File: config.mk
export PLATFORM = sky130hd
export DESIGN_NAME = prescaled_match_timer
export DESIGN_NICKNAME = d
export VERILOG_FILES = /design/src/rtl/tmr_pkg.sv /design/src/rtl/tmr_tick_gen.sv /design/src/rtl/tmr_match_chan.sv /design/src/rtl/prescaled_match_timer.sv
export SDC_FILE = /design/constraint.sdc
export NUM_CORES = 1
export LEC_CHECK = 0
export BUFFER_PORTS_ARGS = -buffer_cell sky130_fd_sc_hd__buf_2
export CAP_MARGIN = 5
export CORE_ASPECT_RATIO = 1.4
export CORE_UTILIZATION = 30
export DETAILED_ROUTE_END_ITERATION = 8
export PLACE_DENSITY_LB_ADDON = 0.25
export SYNTH_ARGS = -nofsm -noshare
export SYNTH_HDL_FRONTEND = slang
export SYNTH_SLANG_ARGS = --single-unit
File: constraint.sdc
create_clock -name clk -period 3.85 [get_ports clk]
set_input_delay 0.385 -clock clk [delete_from_list [all_inputs] [get_ports clk]]
set_output_delay 0.385 -clock clk [all_outputs]
set_load 0.01 [all_outputs]
File: src/rtl/tmr_pkg.sv
package tmr_pkg;
  localparam int unsigned REG_AW = 4;

  localparam logic [REG_AW-1:0] RA_CTRL    = 4'd0;
  localparam logic [REG_AW-1:0] RA_PSC_LIM = 4'd1;
  localparam logic [REG_AW-1:0] RA_PSC_CNT = 4'd2;
  localparam logic [REG_AW-1:0] RA_COUNT   = 4'd3;
  localparam logic [REG_AW-1:0] RA_ACTIONS = 4'd4;
  localparam logic [REG_AW-1:0] RA_FLAGS   = 4'd5;
  localparam logic [REG_AW-1:0] RA_PINS    = 4'd6;
  localparam logic [REG_AW-1:0] RA_SOURCE  = 4'd7;
  localparam logic [REG_AW-1:0] RA_CMP0    = 4'd8;

  // per-channel action bit positions inside a 3-bit group
  localparam int unsigned ACT_IRQ  = 0;
  localparam int unsigned ACT_RST  = 1;
  localparam int unsigned ACT_STOP = 2;
  localparam int unsigned ACT_BITS = 3;

  typedef enum logic [1:0] {
    PIN_KEEP = 2'b00,
    PIN_LOW  = 2'b01,
    PIN_HIGH = 2'b10,
    PIN_FLIP = 2'b11
  } pin_code_e;

  function automatic logic pin_apply(input pin_code_e code, input logic cur);
    case (code)
      PIN_LOW:  return 1'b0;
      PIN_HIGH: return 1'b1;
      PIN_FLIP: return ~cur;
      default:  return cur;
    endcase
  endfunction

  // prescale counter reaches or passes its limit
  function automatic logic psc_wrap(input logic [63:0] cnt, input logic [63:0] lim);
    return cnt >= lim;
  endfunction
endpackage

File: src/rtl/tmr_tick_gen.sv
module tmr_tick_gen
  import tmr_pkg::*;
#(
  parameter int CW     = 32,
  parameter int NUM_IN = 4,
  localparam int SW    = (NUM_IN > 1) ? $clog2(NUM_IN) : 1
) (
  input  logic              clk,
  input  logic              rst_n,
  input  logic              run_ok,
  input  logic              hold,
  input  logic              use_pin,
  input  logic [SW-1:0]     pin_sel,
  input  logic [NUM_IN-1:0] pins_in,
  input  logic [CW-1:0]     limit,
  input  logic              pc_load,
  input  logic [CW-1:0]     pc_val,
  output logic [CW-1:0]     pc,
  output logic              tick,
  output logic              pin_rise
);
  logic [2:0] sync_q;
  logic       step;
  logic       at_lim;

  always_ff @(posedge clk or negedge rst_n) begin
    if (!rst_n) sync_q <= '0;
    else        sync_q <= {sync_q[1:0], pins_in[pin_sel]};
  end

  assign pin_rise = sync_q[1] & ~sync_q[2];
  assign step     = use_pin ? pin_rise : 1'b1;
  assign at_lim   = psc_wrap(64'(pc), 64'(limit));
  assign tick     = run_ok & ~hold & ~pc_load & step & at_lim;

  always_ff @(posedge clk or negedge rst_n) begin
    if (!rst_n)              pc <= '0;
    else if (hold)           pc <= '0;
    else if (pc_load)        pc <= pc_val;
    else if (run_ok && step) pc <= at_lim ? '0 : pc + CW'(1);
  end
endmodule

File: src/rtl/tmr_match_chan.sv
module tmr_match_chan
  import tmr_pkg::*;
#(
  parameter int CW = 32
) (
  input  logic          clk,
  input  logic          rst_n,
  input  logic [CW-1:0] count,
  input  logic [CW-1:0] target,
  input  logic [1:0]    code,
  input  logic          lvl_load,
  input  logic          lvl_val,
  output logic          eq,
  output logic          hit,
  output logic          lvl
);
  logic eq_q;

  assign eq  = (count == target);
  assign hit = eq & ~eq_q;

  always_ff @(posedge clk or negedge rst_n) begin
    if (!rst_n) eq_q <= 1'b0;
    else        eq_q <= eq;
  end

  always_ff @(posedge clk or negedge rst_n) begin
    if (!rst_n)        lvl <= 1'b0;
    else if (hit)      lvl <= pin_apply(pin_code_e'(code), lvl);
    else if (lvl_load) lvl <= lvl_val;
  end
endmodule

File: src/rtl/prescaled_match_timer.sv
module prescaled_match_timer
  import tmr_pkg::*;
#(
  parameter int CW     = 32,
  parameter int NUM_CH = 4,
  parameter int NUM_IN = 4,
  localparam int SW    = (NUM_IN > 1) ? $clog2(NUM_IN) : 1,
  localparam int AW    = ACT_BITS * NUM_CH
) (
  input  logic              clk,
  input  logic              rst_n,
  input  logic              reg_we,
  input  logic [REG_AW-1:0] reg_addr,
  input  logic [CW-1:0]     reg_wdata,
  output logic [CW-1:0]     reg_rdata,
  input  logic [NUM_IN-1:0] count_pins,
  output logic [NUM_CH-1:0] match_pins,
  output logic              irq
);
  logic                run_q, hold_q;
  logic [CW-1:0]       limit_q, tc_q, pc_q;
  logic [AW-1:0]       actions_q;
  logic [NUM_CH-1:0]   flags_q;
  logic [2*NUM_CH-1:0] codes_q;
  logic                use_pin_q;
  logic [SW-1:0]       pin_sel_q;
  logic [CW-1:0]       cmp_q [NUM_CH];

  logic wr_ctrl, wr_limit, wr_pc, wr_count, wr_actions, wr_flags, wr_pins, wr_source;
  logic [NUM_CH-1:0] eq_v, hit_v, irq_en, rst_en, stop_en, flag_set;
  logic rst_hit, stop_evt, run_ok, tick, pin_rise;

  assign wr_ctrl    = reg_we && (reg_addr == RA_CTRL);
  assign wr_limit   = reg_we && (reg_addr == RA_PSC_LIM);
  assign wr_pc      = reg_we && (reg_addr == RA_PSC_CNT);
  assign wr_count   = reg_we && (reg_addr == RA_COUNT);
  assign wr_actions = reg_we && (reg_addr == RA_ACTIONS);
  assign wr_flags   = reg_we && (reg_addr == RA_FLAGS);
  assign wr_pins    = reg_we && (reg_addr == RA_PINS);
  assign wr_source  = reg_we && (reg_addr == RA_SOURCE);

  // per-channel compare, pin and action decode
  for (genvar i = 0; i < NUM_CH; i++) begin : g_ch
    localparam logic [REG_AW-1:0] CADDR = REG_AW'(int'(RA_CMP0) + i);
    logic wr_cmp;
    assign wr_cmp = reg_we && (reg_addr == CADDR);

    always_ff @(posedge clk or negedge rst_n) begin
      if (!rst_n)      cmp_q[i] <= '0;
      else if (wr_cmp) cmp_q[i] <= reg_wdata;
    end

    assign irq_en[i]  = actions_q[ACT_BITS*i + ACT_IRQ];
    assign rst_en[i]  = actions_q[ACT_BITS*i + ACT_RST];
    assign stop_en[i] = actions_q[ACT_BITS*i + ACT_STOP];

    tmr_match_chan #(.CW(CW)) u_chan (
      .clk      (clk),
      .rst_n    (rst_n),
      .count    (tc_q),
      .target   (cmp_q[i]),
      .code     (codes_q[2*i +: 2]),
      .lvl_load (wr_pins),
      .lvl_val  (reg_wdata[i]),
      .eq       (eq_v[i]),
      .hit      (hit_v[i]),
      .lvl      (match_pins[i])
    );
  end

  assign flag_set = hit_v & irq_en;
  assign rst_hit  = |(eq_v & rst_en);
  assign stop_evt = |(hit_v & stop_en);
  assign run_ok   = run_q & ~hold_q & ~stop_evt;
  assign irq      = |flags_q;

  tmr_tick_gen #(.CW(CW), .NUM_IN(NUM_IN)) u_tick (
    .clk      (clk),
    .rst_n    (rst_n),
    .run_ok   (run_ok),
    .hold     (hold_q),
    .use_pin  (use_pin_q),
    .pin_sel  (pin_sel_q),
    .pins_in  (count_pins),
    .limit    (limit_q),
    .pc_load  (wr_pc),
    .pc_val   (reg_wdata),
    .pc       (pc_q),
    .tick     (tick),
    .pin_rise (pin_rise)
  );

  always_ff @(posedge clk or negedge rst_n) begin
    if (!rst_n) begin
      run_q  <= 1'b0;
      hold_q <= 1'b0;
    end else begin
      if (wr_ctrl) begin
        run_q  <= reg_wdata[0];
        hold_q <= reg_wdata[1];
      end
      if (stop_evt) run_q <= 1'b0;
    end
  end

  always_ff @(posedge clk or negedge rst_n) begin
    if (!rst_n)        tc_q <= '0;
    else if (hold_q)   tc_q <= '0;
    else if (wr_count) tc_q <= reg_wdata;
    else if (tick)     tc_q <= rst_hit ? '0 : tc_q + CW'(1);
  end

  always_ff @(posedge clk or negedge rst_n) begin
    if (!rst_n) begin
      limit_q   <= '0;
      actions_q <= '0;
      codes_q   <= '0;
      use_pin_q <= 1'b0;
      pin_sel_q <= '0;
    end else begin
      if (wr_limit)   limit_q   <= reg_wdata;
      if (wr_actions) actions_q <= reg_wdata[AW-1:0];
      if (wr_pins)    codes_q   <= reg_wdata[NUM_CH +: 2*NUM_CH];
      if (wr_source) begin
        use_pin_q <= reg_wdata[0];
        pin_sel_q <= reg_wdata[1 +: SW];
      end
    end
  end

  always_ff @(posedge clk or negedge rst_n) begin
    if (!rst_n) flags_q <= '0;
    else        flags_q <= (flags_q & ~(wr_flags ? reg_wdata[NUM_CH-1:0] : '0)) | flag_set;
  end

  always_comb begin
    reg_rdata = '0;
    case (reg_addr)
      RA_CTRL:    reg_rdata[1:0] = {hold_q, run_q};
      RA_PSC_LIM: reg_rdata = limit_q;
      RA_PSC_CNT: reg_rdata = pc_q;
      RA_COUNT:   reg_rdata = tc_q;
      RA_ACTIONS: reg_rdata[AW-1:0] = actions_q;
      RA_FLAGS:   reg_rdata[NUM_CH-1:0] = flags_q;
      RA_PINS:    reg_rdata[3*NUM_CH-1:0] = {codes_q, match_pins};
      RA_SOURCE:  reg_rdata[SW:0] = {pin_sel_q, use_pin_q};
      default: begin
        for (int i = 0; i < NUM_CH; i++)
          if (reg_addr == REG_AW'(int'(RA_CMP0) + i)) reg_rdata = cmp_q[i];
      end
    endcase
  end
endmodule

## After elaboration in Yosys (flattened, before gate mapping)

Cells that the tools add are included.

- Register bits: 264
- Input bits: 43
- Output and inout bits: 37
- Logic and storage cells: 153

- Add/sub/neg operators: 2
- $lt $le $gt $ge: 2
- Eq/ne operators: 31
- Muxes and demuxes: 35
- Bitwise operators: 29
- Reduce and logical (&&, ||, !) cells: 31

Operator list:

| kind | count |
|---|---|
| $mux W32 | 12 |
| $eq A32 B32 Y1 | 4 |
| $pmux W20 S4 | 1 |
| $add A32 B1 Y32 const B | 2 |
| $pmux W8 S6 | 1 |
| $ge A32 B32 Y1 | 1 |
| $and A4 B4 Y4 | 4 |
| $eq A2 B2 Y1 const B | 8 |
| $eq A4 B3 Y1 const B | 4 |
| $eq A4 B4 Y1 const B | 4 |
| $ne A4 B4 Y1 const B | 4 |
| $pmux W2 S8 | 1 |
| $logic_and A1 B1 Y1 | 13 |
| $mux W1 | 12 |
| $not A1 Y1 | 12 |
| $pmux W1 S3 | 4 |
| $reduce_or A4 Y1 | 3 |
| $and A1 B1 Y1 | 11 |
| $reduce_bool A2 Y1 | 5 |
| $eq A2 B1 Y1 const B | 4 |
| $eq A4 B2 Y1 const B | 2 |
| $pmux W1 S8 | 1 |
| $reduce_and A2 Y1 | 4 |
| $pmux W1 S7 | 1 |
| 11 further kinds | 12 |

## Longest topological paths before layout

- Word-level depth: 13
- Depth in mapped cells: 13
- Gate-level depth less buffers: 10

## By module

From an unflattened synthesis, not the netlist that was laid out.

- Cell total of the unflattened synthesis: 1519
- Area, all modules: 16145.5 um^2

By module, submodules not included:

| module | instances | cells each | area each (um^2) | seq. area each (um^2) |
|---|---|---|---|---|
| prescaled_match_timer | 1 | 943 | 11310.8 | 5530.3 |
| tmr_tick_gen | 1 | 364 | 3032.9 | 875.8 |
| tmr_match_chan | 4 | 53 | 450.4 | 50.0 |

## Worst setup path before layout

No wires, ideal clock.

- Kind: register to register
- From: reg u_tick.pc[21]
- To: reg tc_q[24]
- Setup time: 119 ps
- Arrival time: 2888 ps
- Data required time: 3731 ps
- Setup slack: 843 ps
- Cell stages (with the launch flop): 13
- Path buffers: 3
- Period minus slack after synthesis: 3007 ps
- Cells stage by stage: dfrtp_1 ha_1 or4_1 a21oi_1 o21ai_0 a221o_1 nor3_1 or4_1 buf_2 buf_2 buf_2 a21oi_1 o21ba_2

- Cells in the longest elaborated chain, start to end: 3

Ends and longest elaborated chain:

| item | line | text |
|---|---|---|
| start, declared | tmr_tick_gen.sv:18 | `output logic [CW-1:0] pc,` |
| start signal, assigned | tmr_tick_gen.sv:39 | `else if (pc_load) pc <= pc_val;` |
| start signal, assigned | tmr_tick_gen.sv:40 | `else if (run_ok && step) pc <= at_lim ? '0 : pc + CW'(1);` |
| $ge A32 B32 Y1 | tmr_pkg.sv:38 | `return cnt >= lim;` |
| $and A1 B1 Y1 | tmr_tick_gen.sv:34 | `assign tick = run_ok & ~hold & ~pc_load & step & at_lim;` |
| $reduce_bool A3 Y1 (no source line) | n/a |  |
| end signal, assigned | prescaled_match_timer.sv:109 | `else if (wr_count) tc_q <= reg_wdata;` |
| end signal, assigned | prescaled_match_timer.sv:110 | `else if (tick) tc_q <= rst_hit ? '0 : tc_q + CW'(1);` |
| end, declared | prescaled_match_timer.sv:21 | `logic [CW-1:0] limit_q, tc_q, pc_q;` |

No other way between the ends.
A chain may end at the register's enable or synchronous reset.

## Final worst setup path

- From: reg tc_q[8]
- To: reg tc_q[8]

- Cells in the longest elaborated chain, start to end: 11
- Elaborated cells on any way between the ends: 24
- Those cells by class: 1 x add/sub; 4 x eq/ne; 4 x mux; 12 x bitwise; 3 x reduce/logical

Ends and longest elaborated chain:

| item | line | text |
|---|---|---|
| $eq A32 B32 Y1 | tmr_match_chan.sv:19 | `assign eq = (count == target);` |
| $and A1 B1 Y1 | tmr_match_chan.sv:20 | `assign hit = eq & ~eq_q;` |
| $and A4 B4 Y4 | prescaled_match_timer.sv:73 | `assign stop_evt = \|(hit_v & stop_en);` |
| $reduce_or A4 Y1 | prescaled_match_timer.sv:73 |  |
| $not A1 Y1 | prescaled_match_timer.sv:74 | `assign run_ok = run_q & ~hold_q & ~stop_evt;` |
| $and A1 B1 Y1 | prescaled_match_timer.sv:74 |  |
| $and A1 B1 Y1 (4 in a row) | tmr_tick_gen.sv:34 |  |
| $reduce_bool A3 Y1 (no source line) | n/a |  |

Parallel ways exist; a longest one is shown, timed or not. The select of a mux whose other input is x is not followed.

==> run metrics <==
top cells by count, synth dfrtp_1, mux2_2, nand2_1; Critical Path Start tc_q[8]; Yosys cell types 64; DR iter-0 viols 1236; CTS resizes 0; min Tclk post-route between 3 and 4 ns; hpwl dp between 40 and 50 mm; Sink Count 264; FF-to-FF path depth 9; clk root buf clkbuf_16; crit path capture type flop; Slew headroom 36.0%; Synth area leaders dfrtp_1, mux2_2, xor2_1, nand2_1, ha_1; CTS clk-pin slew, worst paths 0.06 ns; Flop pwr share 42.5%; DRT antenna net count 0; setup tns final 0 ns; clk_lat worst skew between 0.5 and 0.6 ns; FMAX around 0.27 GHz; initial antenna violation count 0; die height between 200 and 300 µm; Final #Nets 1769; Pwr Density 508 nW/µm²; switching portion of total power 35.5%; Yosys Warn Count 0; Comb pwr share 26.1%; H-tree depth 1; # DRC 0; share of synthesized registers carrying an async set or reset 100%; Die ar. ~55000 µm²; Int Power just over 6000 µW; outcome finished clean; Net Sw Power 3340 µW; worst hold path class input port to flop; WP data required approximately 4.3 ns; post-synthesis cell count 1628; GRT Residual Overflow 0; initial core utilization 30.4%; Fin. Hold Viols 0; Pleak 0.00835 µW; routed len/inst 27.5 µm; flop2flop setup slack between 0.2 and 0.25 ns; Area growth, synth to finish 14.8%; TritonCTS buffer count 30; DRT Pass-1 Iters 6; global-route wire length before repair 97.7 mm; Placed Cells 2369; clk buf depth 3; layout cells sized above 1 26.5%; CTS tree built; IO Count 80; gp weighted congestion 0.979; arrival time worst endpoint 4.13 ns; Setup crit end tc_q[8]; Avg Cell Area, Syn approximately 9.9 µm²; crit start category flop; maximum VDD drop 331 µV; ys flop type dfrtp_1; Post-Layout Cell Count approximately 2.4k; FILL cells 5407; number of flops mapped to enable cells by yosys 0; Worst R2R End tc_q[8]; FF-to-FF Start tc_q[8]; routed vias about 14k; critical path class flop to flop; total core area around 53000 µm²; final setup fails 0; clock power share 31.4%; Final Max Slew Viols 0; Via density 5.75; Final Skew roughly 0.024 ns; RSZ-0062 raised after global routing false; num rows 100; maxcap violations 0; register bit count reported by yosys 264; vias in the first global route 14.0k; gr usage total between 20% and 30%; top-area cell type share of the netlist area 40.9%; sequential-to-total area share from yosys stat between 40% and 50%; syn_nets 1705; most common cell in the netlist dfrtp_1; Post-Synthesis Cell Area between 15000 and 20000 µm²; Tcrit/Tclk final 94.7%; largest net degree at the start of global routing 93; worst-margin pin slew around 0.96 ns; final WL 66.7 mm; cell taking the most area after synthesis dfrtp_1; Die Wd between 150 and 200 µm; PortBufs 79; CP max FO around 40
==> area by class of cell <==
| type | count | area (µm²) | area share, % |
|---|---|---|---|
| Clock inverter | 13 | 120 | 0.648 |
| Inverter | 49 | 184 | 0.992 |
| Antenna cell | 1 | 2.50 | 0.0135 |
| Sequential cell | 264 | 6610 | 35.6 |
| Tap cell | 714 | 893 | 4.82 |
| Timing Repair Buffer | 162 | 1080 | 5.83 |
| Multi-Input combinational cell | 1185 | 8770 | 47.3 |
| Clock buffer | 39 | 876 | 4.73 |
==> cells by family (layout without fill, tap and decap cells) <==
kind of cell	count (synthesis)	count (layout)	share of synthesized area [%]
AO/OA/AOI/OAI	330	330	13.8
flip-flops	264	264	40.9
multiplexers	231	231	16.7
AND/OR/NAND/NOR	462	462	14.1
other	0	1	0
buffers and inverters	179	263	4.95
adder cells (fa/ha/maj)	34	34	2.64
XOR/XNOR	128	128	6.95
==> cell usage in the layout (no fill, tap or decap), types with 5 or more instances in the layout <==
cell type	Yosys	routed
clkbuf_16	0	31
clkbuf_8	0	7
and2_1	11	11
a311oi_1	6	6
clkinv_2	0	9
o211ai_1	15	15
or2_2	5	5
nand2b_1	7	7
buf_4	29	78
o22ai_1	23	23
nand3_1	52	51
nor3b_1	5	5
and3_1	9	9
a211oi_1	9	9
nor2_1	79	72
nand4_1	16	16
and4_1	5	5
nor4_1	52	52
a221oi_1	8	8
xor2_1	128	128
a32oi_1	13	13
mux2i_1	12	12
mux2_2	209	209
a221o_1	18	18
a21oi_1	79	79
nor3_1	33	32
mux4_2	10	10
a31oi_1	15	15
dfrtp_1	264	264
nor2b_1	7	7
a22oi_1	54	54
ha_1	34	34
o21ai_0	58	58
nand2_1	157	157
inv_1	49	49
buf_2	15	78
nor2_2	0	7
==> power groups by stage <==
stage          Combinational, µW  Sequential, µW  Clock (µW)
2_1_floorplan               1630            3680           0
6_report                    2450            4000        2950
3_3_place_gp                2370            4020           0
5_1_grt                     2650            4050        3100
4_1_cts                     2420            3990        3000
3_5_place_dp                2400            4040           0
==> what timing repair did <==
action / CTS / global route
endpoints found under the setup margin: 0 / 1
hold endpoints to repair: 88 / 0
buffers inserted: 0 / 4
hold buffers: 1 / 0
==> critical path, stage by stage (launching register included) <==
cell      delay, ns
dfrtp_1        0.60
xor2_1         0.42
nor4_1         0.17
nand4_1        0.22
nor4b_1        0.08
a2111o_1       0.51
or4_1          0.57
buf_12         0.20
or4_4          0.53
a311oi_2       0.19
==> sequential cells by signal, summed over array words and instances, names as in the netlist <==
register          count
run_q                 1
g_ch.u_chan.lvl       4
use_pin_q             1
limit_q              32
flags_q               4
g_ch.u_chan.eq_q      4
u_tick.sync_q         3
pin_sel_q             2
u_tick.pc            32
actions_q            12
tc_q                 32
hold_q                1
codes_q               8
cmp_q               128
==> layer usage <==
metal | GRT usage, % | share of wire, % | vias up
met5 | 0 | 0 | -
met1 | 29.0 | 38 | 7074
met4 | 13.9 | 6.2 | 0
met2 | 42.3 | 50 | 651
li1 | - | - | 6066
met3 | 2.84 | 5.9 | 172
==> how the worst min path moves through the flow <==
stage | startpoint | endpoint | cells past startpoint
3_5_place_dp | u_tick.sync_q[0] | u_tick.sync_q[1] | 0
6_report | count_pins[2] | u_tick.sync_q[0] | 2
3_3_place_gp | u_tick.sync_q[0] | u_tick.sync_q[1] | 0
5_1_grt | count_pins[0] | u_tick.sync_q[0] | 2
4_1_cts | count_pins[0] | u_tick.sync_q[0] | 2
2_1_floorplan | rst_n | actions_q[0] | 0
==> stage by stage <==
stage	utilization, %	cell area, µm²	setup WS [ns]	power (µW)	hold WS [ns]
2_1_floorplan	-	16100	0.843	5320	0.0894
3_3_place_gp	32.9	17500	0.279	6390	0.345
3_5_place_dp	32.9	17500	0.281	6440	0.347
4_1_cts	34.8	18500	0.231	9400	0.124
5_1_grt	34.8	18500	0.0826	9800	0.129
6_report	34.9	18500	0.203	9410	0.129
Note: power is estimated with default switching activity, not from simulation.
